## src/rtl/intagg_pkg.sv

```systemverilog
package intagg_pkg;
  localparam int unsigned INTAGG_ADDR_W  = 5;
  localparam int unsigned INTAGG_DATA_W  = 8;
  localparam int unsigned INTAGG_NUM_SRC = 6;
  localparam logic [INTAGG_ADDR_W-1:0] INTAGG_REG_OFS = 5'h1E;
endpackage

```

## src/rtl/intagg_rst_sync.sv

```systemverilog
module intagg_rst_sync #(
  parameter int unsigned STAGES = 2
) (
  input  logic clk_i,
  input  logic rst_ni,
  output logic rst_sync_no
);
  logic [STAGES-1:0] sync_q;
  logic [STAGES-1:0] sync_d;

  always_comb begin
    sync_d = {sync_q[STAGES-2:0], 1'b1};
  end

  always_ff @(posedge clk_i or negedge rst_ni) begin
    if (!rst_ni) sync_q <= '0;
    else         sync_q <= sync_d;
  end

  assign rst_sync_no = sync_q[STAGES-1];
endmodule

```

## src/rtl/intagg_src_cell.sv

```systemverilog
module intagg_src_cell (
  input  logic clk_i,
  input  logic rst_ni,
  input  logic src_i,
  input  logic wr_i,
  input  logic en_wr_i,
  output logic stat_o
);
  logic src_q, en_q, stat_q;
  logic rise, en_d, stat_d;

  always_comb begin
    rise   = src_i & ~src_q;
    en_d   = wr_i ? en_wr_i : en_q;
    // a disabling write wins over a same-cycle edge
    stat_d = en_d & (stat_q | (rise & en_q));
  end

  always_ff @(posedge clk_i or negedge rst_ni) begin
    if (!rst_ni) begin
      src_q  <= 1'b0;
      en_q   <= 1'b0;
      stat_q <= 1'b0;
    end else begin
      src_q  <= src_i;
      if (wr_i) en_q <= en_wr_i;
      stat_q <= stat_d;
    end
  end

  assign stat_o = stat_q;

  assert_disable_clears_R6: assert property (@(posedge clk_i) disable iff (!rst_ni)
    (wr_i && !en_wr_i) |=> !stat_o);

  assert_set_needs_edge_R4: assert property (@(posedge clk_i) disable iff (!rst_ni)
    $rose(stat_o) |-> $past(src_i && en_q && !src_q));

  assert_sticky_R4: assert property (@(posedge clk_i) disable iff (!rst_ni)
    (stat_o && !wr_i) |=> stat_o);
endmodule

```

## src/rtl/intagg_irq_reg.sv

```systemverilog
module intagg_irq_reg #(
  parameter int unsigned N = 6
) (
  input  logic         clk_i,
  input  logic         rst_ni,
  input  logic [N-1:0] stat_i,
  output logic         irq_o
);
  logic irq_q, irq_d;

  always_comb irq_d = |stat_i;

  always_ff @(posedge clk_i or negedge rst_ni) begin
    if (!rst_ni) irq_q <= 1'b0;
    else         irq_q <= irq_d;
  end

  assign irq_o = irq_q;
endmodule

```

## src/rtl/intagg_ctrl.sv

```systemverilog
module intagg_ctrl
  import intagg_pkg::*;
#(
  parameter int unsigned NUM_SRC = INTAGG_NUM_SRC,
  parameter int unsigned DATA_W  = INTAGG_DATA_W,
  parameter int unsigned ADDR_W  = INTAGG_ADDR_W,
  parameter logic [ADDR_W-1:0]  REG_OFS    = INTAGG_REG_OFS,
  parameter logic [NUM_SRC-1:0] VALID_MASK = {NUM_SRC{1'b1}}
) (
  input  logic              clk_i,
  input  logic              rst_ni,
  input  logic [ADDR_W-1:0] addr_i,
  input  logic              wr_en_i,
  input  logic [DATA_W-1:0] wdata_i,
  output logic [DATA_W-1:0] rdata_o,
  input  logic [NUM_SRC-1:0] src_i,
  output logic              irq_o
);
  logic              rst_n;
  logic              sel, wr_hit;
  logic [NUM_SRC-1:0] stat;
  logic [DATA_W-1:0] rdata_d;
  logic              unused_in;

  intagg_rst_sync #(.STAGES(2)) u_rst (
    .clk_i(clk_i), .rst_ni(rst_ni), .rst_sync_no(rst_n)
  );

  always_comb begin
    sel    = (addr_i == REG_OFS);
    wr_hit = sel & wr_en_i;
  end

  for (genvar i = 0; i < NUM_SRC; i++) begin : g_src
    if (VALID_MASK[i]) begin : g_valid
      intagg_src_cell u_cell (
        .clk_i(clk_i), .rst_ni(rst_n), .src_i(src_i[i]),
        .wr_i(wr_hit), .en_wr_i(wdata_i[i]), .stat_o(stat[i])
      );
    end else begin : g_absent
      assign stat[i] = 1'b0;
    end
  end

  assign unused_in = ^{wdata_i, src_i};

  always_comb begin
    rdata_d = '0;
    if (sel) rdata_d[NUM_SRC-1:0] = stat;
  end
  assign rdata_o = rdata_d;

  intagg_irq_reg #(.N(NUM_SRC)) u_irq (
    .clk_i(clk_i), .rst_ni(rst_n), .stat_i(stat), .irq_o(irq_o)
  );

  assert_irq_high_R9: assert property (@(posedge clk_i) disable iff (!rst_n)
    (|stat) |=> irq_o);

  assert_irq_low_R9: assert property (@(posedge clk_i) disable iff (!rst_n)
    (stat == '0) |=> !irq_o);

  assert_zero_write_R10: assert property (@(posedge clk_i) disable iff (!rst_n)
    (wr_hit && wdata_i[NUM_SRC-1:0] == '0) |=> (stat == '0));

  assert_foreign_addr_R3: assert property (@(posedge clk_i) disable iff (!rst_n)
    !sel |-> (rdata_o == '0));
endmodule

```

## config.mk

```make
export PLATFORM = sky130hd
export DESIGN_NAME = intagg_ctrl
export DESIGN_NICKNAME = d
export VERILOG_FILES = /design/src/rtl/intagg_pkg.sv /design/src/rtl/intagg_rst_sync.sv /design/src/rtl/intagg_src_cell.sv /design/src/rtl/intagg_irq_reg.sv /design/src/rtl/intagg_ctrl.sv
export SDC_FILE = /design/constraint.sdc
export NUM_CORES = 1
export LEC_CHECK = 0
export ABC_CLOCK_PERIOD_IN_PS = 1450
export BUFFER_PORTS_ARGS = -buffer_cell sky130_fd_sc_hd__buf_4
export CAP_MARGIN = 20
export CORE_UTILIZATION = 30
export CTS_CLUSTER_SIZE = 14
export DETAILED_ROUTE_END_ITERATION = 16
export PLACE_DENSITY_LB_ADDON = 0.25
export SYNTH_ARGS = -nofsm -noshare
export SYNTH_HDL_FRONTEND = slang
export SYNTH_SLANG_ARGS = --single-unit
```

## constraint.sdc

```tcl
create_clock -name clk_i -period 1.45 [get_ports clk_i]
set_input_delay 0.29 -clock clk_i [delete_from_list [all_inputs] [get_ports clk_i]]
set_output_delay 0.29 -clock clk_i [all_outputs]
set_load 0.1 [all_outputs]
```

==> results of run 1 <==
-- state kept, by name (all words and copies together) (netlist names) --
register / cells
g_src.g_valid.u_cell.stat_o: 6
g_src.g_valid.u_cell.src_q: 6
g_src.g_valid.u_cell.en_q: 6
u_irq.irq_o: 1
u_rst.sync_q: 2
-- placed cells by master (no fill, tap or decap), types with 3 or more instances in the layout --
cell type and n:
buf_4 31, dfrtp_1 21, nor2b_1 6, a41o_1 6, o221a_2 6, and3_2 5
mux2_4 4, conb_1 3, clkbuf_4 3
-- cell type report --
cell class                 count  area [um2]  area share (%)
timing repair buffer          38         335            26.0
clock buffer                   4        26.3            2.04
multi-input combinational     39         364            28.2
sequential                    21         526            40.7
tap                           31        38.8            3.01
-- metrics by stage --
step                hold WS (ns)  instances  power [W]
finish                    0.0995        133    0.00130
global route              0.0614        133    0.00138
CTS                       0.0850        128    0.00131
detailed placement        0.0741        123    0.00102
global placement          0.0733        123    0.00102
floorplan               -0.00559         65   0.000922
-- timing repair --
item	4_1_cts	5_1_grt
setup buffers	0	5
pin swaps	0	0
hold endpoints to repair	2	0
resized for setup	6	7
hold buffers	1	0
setup endpoints to repair	6	5
-- layer usage --
metal | GRT usage (%) | share of wire [%] | vias to the layer above
li1 | - | - | 312
met5 | 0 | 0 | -
met4 | 7.32 | 1.0 | 0
met1 | 16.3 | 45 | 324
met2 | 18.5 | 50 | 16
met3 | 2.72 | 4.5 | 2
-- power groups by stage --
stage | combinational (W) | clock (W) | sequential [W]
2_1_floorplan | 0.000149 | 0 | 0.000773
3_3_place_gp | 0.000313 | 0 | 0.000703
3_5_place_dp | 0.000317 | 0 | 0.000706
4_1_cts | 0.000321 | 0.000292 | 0.000694
5_1_grt | 0.000368 | 0.000319 | 0.000697
6_report | 0.000342 | 0.000272 | 0.000689
-- logic make-up after synthesis --
family                 count (synthesis)  share of synthesized area [%]
AND/OR/NAND/NOR                       18                           14.4
buffers and inverters                  5                           3.98
other                                  2                          0.824
flip-flops                            21                           57.7
AO/OA/AOI/OAI                         12                           14.0
multiplexers                           6                           9.07
-- worst paths after layout --
kind                                                start                             to  cells after the start
max                        g_src[1].g_valid.u_cell.stat_o                     rdata_o[1]                      2
min                                              src_i[2]  g_src[2].g_valid.u_cell.src_q                      1
max reg2reg                g_src[2].g_valid.u_cell.stat_o                    u_irq.irq_o                      3
min reg2reg                               u_rst.sync_q[1]   g_src[2].g_valid.u_cell.en_q                      1
max in group asynchronous                          rst_ni                u_rst.sync_q[0]                      2
min in group asynchronous                 u_rst.sync_q[1]   g_src[2].g_valid.u_cell.en_q                      1
-- worst max-delay path, cell delays in order, from the launching register on --
cell,delay (ns)
dfrtp_1,0.40
and3_2,0.19
buf_6,0.22
==> impl_metrics.env, run 1 <==
export IMPL_utilization_pct=46.0
export IMPL_worst_slack_ns=0.0541
export IMPL_drtPass1Iterations=10
export IMPL_wl_um=1760
export IMPL_synth_area_leaders="dfrtp_1 (58%), o221a_2 (7.4%), a41o_1 (6.6%), mux2_4 (6.6%), and3_1 (4.1%)"
export IMPL_fillers=268
export IMPL_dpl_hpwl_um=1260
export IMPL_yosysTopAreaCell="dfrtp_1"
export IMPL_worstSetupPathType="reg2out"
export IMPL_htreeDepth=1
export IMPL_drt_iter0_markers=15
export IMPL_diodes=0
export IMPL_hold_class="in2reg"
export IMPL_die_y_um=57.1
export IMPL_area_delta_synth_final_pct=41.6
export IMPL_crit_arrival_ns=1.11
export IMPL_vias=654
export IMPL_syn_inst=64
export IMPL_p_seq_share_pct=52.9
export IMPL_gp_congestion=0.701
export IMPL_synth_top_flop_cell="dfrtp_1"
export IMPL_port_buffers=26
export IMPL_cts_root_buf="clkbuf_4"
export IMPL_synth_most_common_cell="dfrtp_1"
export IMPL_clock_latency_ns=0.29
export IMPL_drive_gt1_share_pct=59.8
export IMPL_leakage_nw=0.673
export IMPL_antenna_found_initial=0
export IMPL_skew_ns=0.00269
export IMPL_p_comb_share_pct=26.3
export IMPL_startpoint_type="flop"
export IMPL_setup_viol=0
export IMPL_grt_pass1_vias=661
export IMPL_timing_final_crit_period_ns=1.40
export IMPL_intPower_w=0.000922
export IMPL_max_freq_mhz=716
export IMPL_drv_slew=0
export IMPL_powerDensity_nw_per_um2=1010
export IMPL_reg2reg_slack_ns=0.43
export IMPL_clockBufferDepth=2
export IMPL_vias_per_cell=4.92
export IMPL_ys_ff_latch=21
export IMPL_clk_pin_slew_ns=0.11
export IMPL_finalSetupTns_ns=0
export IMPL_hold_viol_final=0
export IMPL_dp_slack_ns=0.00445
export IMPL_final_nets=125
export IMPL_worstPathRequired_ns=1.16
export IMPL_grt_pass1_wl_um=2990
export IMPL_synth_enable_flop_cells=0
export IMPL_synth_area_um2=911
export IMPL_ir_drop_mv=0.567
export IMPL_status="finished, violations left"
export IMPL_sw_frac_of_total_pct=29.3
export IMPL_drc=3
export IMPL_synth_top_area_share_pct=57.7
export IMPL_grt_max_degree=13
export IMPL_p_sw_w=0.000381
export IMPL_grtUsageTotal_pct=12.3
export IMPL_fp_dieW_um=57.1
export IMPL_synthTopCellsByCount="dfrtp_1 (21), a41o_1 (6), and3_1 (6), nor2b_1 (6), o221a_2 (6)"
export IMPL_rows=19
export IMPL_clkSinkCount=21
export IMPL_failed_checks="design-rule violations"
export IMPL_cts_tree="built"
export IMPL_numCtsBuffers=3
export IMPL_final_cell_area_um2=1290
export IMPL_cap_violations=0
export IMPL_wl_per_cell_um=13.2
export IMPL_io_pin_count=31
export IMPL_yosysSeqAreaShare_pct=57.7
export IMPL_antenna_left=0
export IMPL_min_period_over_period_pct=96.3
export IMPL_pwr_share_clk_pct=20.9
export IMPL_core_um2=2810
export IMPL_async_flop_share_pct=100
export IMPL_crit_fanout=4
export IMPL_ys_warn_count=0
export IMPL_start_util_pct=32.5
export IMPL_grt_overflow=0
export IMPL_endpoint_kind="output port"
export IMPL_placed_area_um2=1160
export IMPL_syn_area_per_cell_um2=14.2
export IMPL_die_area_um2=3260
export IMPL_grt_setup_unrepaired="true"
export IMPL_synth_cell_types=17
(Power assumes the default switching activity.)
==> inputs of run 2 (changes only) <==
Settings changed: CORE_ASPECT_RATIO set to 1.25, HOLD_SLACK_MARGIN set to 0.12.
==> run 2 against run 1 <==
Net effect: the flow now finishes without violations; worst hold slack improved by 0.10 ns; largest power group unchanged; largest cell class unchanged; via count fell by 1.5%; wire length rose by 3.2%; core utilization fell by 0.27 points; clock power barely moved; register-to-register slack improved by 0.05 ns; maximum frequency fell by 0.57%; critical path depth did not move; clock skew fell by 0.00063 ns.
==> impl_metrics.env, run 2 (synthesis gave the netlist of run 1 again) <==
export IMPL_p_comb_share_pct=26.3
export IMPL_register_area_um2=526
export IMPL_worstSetupPathType="reg2out"
export IMPL_start_util_pct=31.2
export IMPL_numCtsBuffers=3
export IMPL_p_sw_w=0.000381
export IMPL_ir_drop_mv=0.554
export IMPL_die_y_um=63.6
export IMPL_gp_congestion=0.711
export IMPL_hold_class="reg2async"
export IMPL_hold_viol_final=0
export IMPL_final_nets=127
export IMPL_min_period_over_period_pct=96.8
export IMPL_max_freq_mhz=712
export IMPL_grt_overflow=0
export IMPL_reg2reg_slack_ns=0.48
export IMPL_drv_slew=0
export IMPL_p_seq_share_pct=52.9
export IMPL_antenna_left=0
export IMPL_wl_um=1820
export IMPL_grt_pass1_wl_um=3090
export IMPL_pwr_share_clk_pct=20.8
export IMPL_sw_frac_of_total_pct=29.2
export IMPL_io_pin_count=31
export IMPL_grt_use_met2_pct=20.6
export IMPL_fp_dieW_um=51.3
export IMPL_area_delta_synth_final_pct=46.4
export IMPL_multi_input_comb_area_um2=364
export IMPL_crit_arrival_ns=1.11
export IMPL_core_um2=2920
export IMPL_final_cell_mix="buf_4 (27), dfrtp_1 (21), dlygate4sd3_1 (7)"
export IMPL_grt_use_met1_pct=15.5
export IMPL_skew_ns=0.00206
export IMPL_startpoint_type="flop"
export IMPL_drtPass1Iterations=3
export IMPL_timing_final_crit_period_ns=1.40
export IMPL_grtUsageTotal_pct=12.8
export IMPL_r2r_cells=3
export IMPL_clock_latency_ns=0.30
export IMPL_worstPathRequired_ns=1.16
export IMPL_endpoint_kind="output port"
export IMPL_intPower_w=0.000925
export IMPL_clk_pin_slew_ns=0.11
export IMPL_vias=644
export IMPL_cts_root_buf="clkbuf_4"
export IMPL_drive_gt1_share_pct=54.8
export IMPL_cts_tree="built"
export IMPL_vias_per_cell=4.60
export IMPL_drc=0
export IMPL_grt_busiest_layer="met2"
export IMPL_status="finished clean"
export IMPL_grt_setup_unrepaired="true"
export IMPL_clkSinkCount=21
export IMPL_placed_area_um2=1150
export IMPL_wl_per_cell_um=13.0
export IMPL_fillers=282
export IMPL_grt_pass1_vias=721
export IMPL_crit_fanout=4
export IMPL_dp_slack_ns=-0.0120
export IMPL_dpl_hpwl_um=1270
export IMPL_diodes=0
export IMPL_drt_iter0_markers=9
export IMPL_powerDensity_nw_per_um2=979
export IMPL_leakage_nw=0.679
export IMPL_timing_rr_start="g_src[3].g_valid.u_cell.stat_o"
export IMPL_met3_usage_pct=2.17
export IMPL_clockBufferDepth=2
export IMPL_rows=22
export IMPL_final_cell_area_um2=1330
export IMPL_cap_violations=0
export IMPL_worst_slack_ns=0.0461
export IMPL_final_common_cell="buf_4"
export IMPL_setup_viol=0
export IMPL_port_buffers=26
export IMPL_die_area_um2=3260
export IMPL_grt_max_degree=20
export IMPL_antenna_found_initial=0
export IMPL_dp_cells=125
export IMPL_stdcell_count=140
export IMPL_timing_rr_end="u_irq.irq_o"
export IMPL_htreeDepth=1
-- run 2: changes by cell type in the layout (fill, tap and decap cells not counted) --
cell           change
buf_6              -2
dlygate4sd3_1      +6
buf_4              -4
buf_8              +2
-- run 2: worst max-delay path by stage --
stage                                   startpoint                      endpoint  slack, ns  depth (start not counted)
finish              g_src[5].g_valid.u_cell.stat_o                    rdata_o[5]       0.05                          2
global route        g_src[5].g_valid.u_cell.stat_o                    rdata_o[5]      -0.02                          2
CTS                 g_src[5].g_valid.u_cell.stat_o                    rdata_o[5]     0.0008                          2
detailed placement                       addr_i[0]  g_src[1].g_valid.u_cell.en_q      -0.01                          5
global placement                         addr_i[0]  g_src[1].g_valid.u_cell.en_q      0.001                          5
floorplan                                addr_i[4]                    rdata_o[0]     -0.004                          3
-- run 2: worst max-delay path, cell delays in order (launching register included) --
cell     delay, ns
dfrtp_1       0.43
and3_4        0.22
buf_12        0.17
-- run 2: repair_timing --
item / in CTS / in global routing
hold endpoints to repair: 8 / 0
resized for setup: 7 / 8
buffers inserted: 0 / 4
hold buffers: 7 / 0
endpoints found under the setup margin: 6 / 6
gates cloned: 0 / 0
pin swaps: 0 / 1
-- run 2: cell type report --
type                    instances  share of cell area [%]
flip-flops and latches         21                    39.4
well taps                      36                    3.38
repair buffers                 40                    28.0
multi-input cells              39                    27.3
clock buffers                   4                    1.97
-- run 2: per-stage QoR --
| step | hold WS, ns | total power, W | util, % | TNS, ns |
|---|---|---|---|---|
| 2_1_floorplan | -0.00559 | 0.000922 | - | -0.0237 |
| 3_3_place_gp | 0.0725 | 0.00101 | 39.4 | 0 |
| 3_5_place_dp | 0.0749 | 0.00102 | 39.4 | -0.0308 |
| 4_1_cts | 0.204 | 0.00131 | 43.6 | 0 |
| 5_1_grt | 0.208 | 0.00138 | 45.7 | -0.0356 |
| 6_report | 0.200 | 0.00131 | 45.7 | 0 |
-- run 2: metal layers --
| layer | up-vias | share of wire [%] |
|---|---|---|
| met1 | 310 | 44 |
| met2 | 16 | 52 |
| met5 | - | 0 |
| met4 | 0 | 1.3 |
| met3 | 2 | 3.5 |
| li1 | 316 | - |
-- run 2: power groups by stage --
stage	Clock [W]	Sequential, W	Combinational, W
3_5_place_dp	0	0.000705	0.000313
6_report	0.000271	0.000691	0.000344
2_1_floorplan	0	0.000773	0.000149
3_3_place_gp	0	0.000702	0.000307
5_1_grt	0.000315	0.000701	0.000367
4_1_cts	0.000289	0.000694	0.000329
==> inputs of run 3 (changes only) <==
==> constraint.sdc (replaced) <==
create_clock -name clk_i -period 1.45 [get_ports clk_i]
set_input_delay 0.2175 -clock clk_i [delete_from_list [all_inputs] [get_ports clk_i]]
set_output_delay 0.2175 -clock clk_i [all_outputs]
set_load 0.1 [all_outputs]
==> run 3 against run 2 <==
Net effect: first-iteration DRC count rose by 11%; cell count shrank 4.3%; sequential cell count is the same; sequential share of layout area up 2.8 points; critical endpoint is now rdata_o[1]; core utilization down 3.0 points; clock skew grew 0.0041 ns; via count rose by 1.9%; largest power group unchanged; register-to-register slack improved by 0.09 ns; count of clock-buffer cells in the layout unchanged.
==> impl_metrics.env, run 3 (synthesis gave the netlist of run 1 again) <==
export IMPL_placed_area_um2=1130
export IMPL_crit_fanout=4
export IMPL_final_common_cell="buf_4"
export IMPL_clock_latency_ns=0.29
export IMPL_powerDensity_nw_per_um2=1020
export IMPL_start_util_pct=31.2
export IMPL_vias=656
export IMPL_timing_final_crit_period_ns=1.37
export IMPL_grt_pass1_wl_um=3180
export IMPL_multi_input_comb_area_um2=360
export IMPL_final_cell_mix="buf_4 (23), dfrtp_1 (21), dlygate4sd3_1 (7)"
export IMPL_clkSinkCount=21
export IMPL_startpoint_type="flop"
export IMPL_area_delta_synth_final_pct=36.7
export IMPL_wl_um=1740
export IMPL_leakage_nw=0.640
export IMPL_rows=22
export IMPL_fp_dieW_um=51.3
export IMPL_drive_gt1_share_pct=52.0
export IMPL_die_area_um2=3260
export IMPL_ir_drop_mv=0.514
export IMPL_final_nets=121
export IMPL_clk_pin_slew_ns=0.11
export IMPL_status="finished clean"
export IMPL_gp_congestion=0.672
export IMPL_max_freq_mhz=729
export IMPL_port_buffers=26
export IMPL_grt_max_degree=20
export IMPL_numCtsBuffers=3
export IMPL_fillers=291
export IMPL_endpoint_kind="output port"
export IMPL_cap_violations=0
export IMPL_drc=0
export IMPL_cts_root_buf="clkbuf_4"
export IMPL_finalSetupTns_ns=0
export IMPL_htreeDepth=1
export IMPL_min_period_over_period_pct=94.6
export IMPL_final_cell_area_um2=1240
export IMPL_worstSetupPathType="reg2out"
export IMPL_antenna_found_initial=0
export IMPL_grtUsageTotal_pct=13.1
export IMPL_cts_tree="built"
export IMPL_worstPathRequired_ns=1.23
export IMPL_clockBufferDepth=2
export IMPL_final_hold_worst_slack_ns=0.165
export IMPL_die_y_um=63.6
export IMPL_vias_per_cell=4.90
export IMPL_cts_setup_buffers=0
export IMPL_drtPass1Iterations=2
export IMPL_drv_slew=0
export IMPL_register_area_um2=526
export IMPL_grt_overflow=0
export IMPL_core_um2=2920
export IMPL_utilization_pct=42.7
export IMPL_setup_viol=0
export IMPL_stdcell_count=134
export IMPL_skew_ns=0.00616
export IMPL_io_pin_count=31
export IMPL_grt_setup_unrepaired="false"
export IMPL_hold_class="in2reg"
export IMPL_antenna_left=0
export IMPL_crit_arrival_ns=1.15
export IMPL_dpl_hpwl_um=1250
export IMPL_grt_pass1_vias=737
export IMPL_dp_cells=123
export IMPL_wl_per_cell_um=13.0
export IMPL_hold_viol_final=0
export IMPL_drt_iter0_markers=10
export IMPL_diodes=0
==> run 3: path summary, 6_finish.rpt <==
kind | startpoint | to | slack (ns) | cells after the start
setup / recovery | g_src[1].g_valid.u_cell.stat_o | rdata_o[1] | 0.08 | 2
hold / removal | wdata_i[1] | g_src[1].g_valid.u_cell.en_q | 0.16 | 2
setup reg to reg | g_src[3].g_valid.u_cell.stat_o | u_irq.irq_o | 0.57 | 2
hold reg to reg | u_rst.sync_q[1] | g_src[3].g_valid.u_cell.src_q | 0.19 | 1
max in group asynchronous | u_rst.sync_q[1] | g_src[2].g_valid.u_cell.stat_o | 1.05 | 1
min in group asynchronous | u_rst.sync_q[1] | g_src[3].g_valid.u_cell.src_q | 0.19 | 1
==> run 3: report_power, final <==
part / switching (W) / internal, W / total, W
logic: 0.000173 / 0.000148 / 0.000321
registers: 0.0000393 / 0.000654 / 0.000693
clock network: 0.000153 / 0.000107 / 0.000260
total: 0.000365 / 0.000908 / 0.00127
==> run 3: timing repair <==
item,CTS,global route
resized for setup,0,4
setup endpoints to repair,0,4
endpoints found under the hold margin,8,0
hold buffers,7,0
==> run 3: critical path, cell delays in order, from the launching register on <==
cell and delay [ns]:
dfrtp_1 0.40, and3_2 0.18, buf_4 0.28
==> run 3: layout make-up <==
type,instances,area share (%)
repair buffers,34,23.1
flip-flops and latches,21,42.2
multi-input cells,39,28.9
well taps,36,3.62
clock buffers,4,2.11
==> run 3: layer usage <==
| layer | global-route usage, % | share of wire [%] |
|---|---|---|
| met1 | 14.2 | 43 |
| met2 | 23.4 | 51 |
| met3 | 2.90 | 4.4 |
| met4 | 6.08 | 1.4 |
| met5 | 0 | 0 |
==> run 3: metrics by stage <==
step | worst slack, ns | total power (W)
CTS | 0.0349 | 0.00130
floorplan | 0.141 | 0.000922
global placement | 0.104 | 0.00100
global route | 0.00425 | 0.00136
finish | 0.0779 | 0.00127
detailed placement | 0.0886 | 0.00102
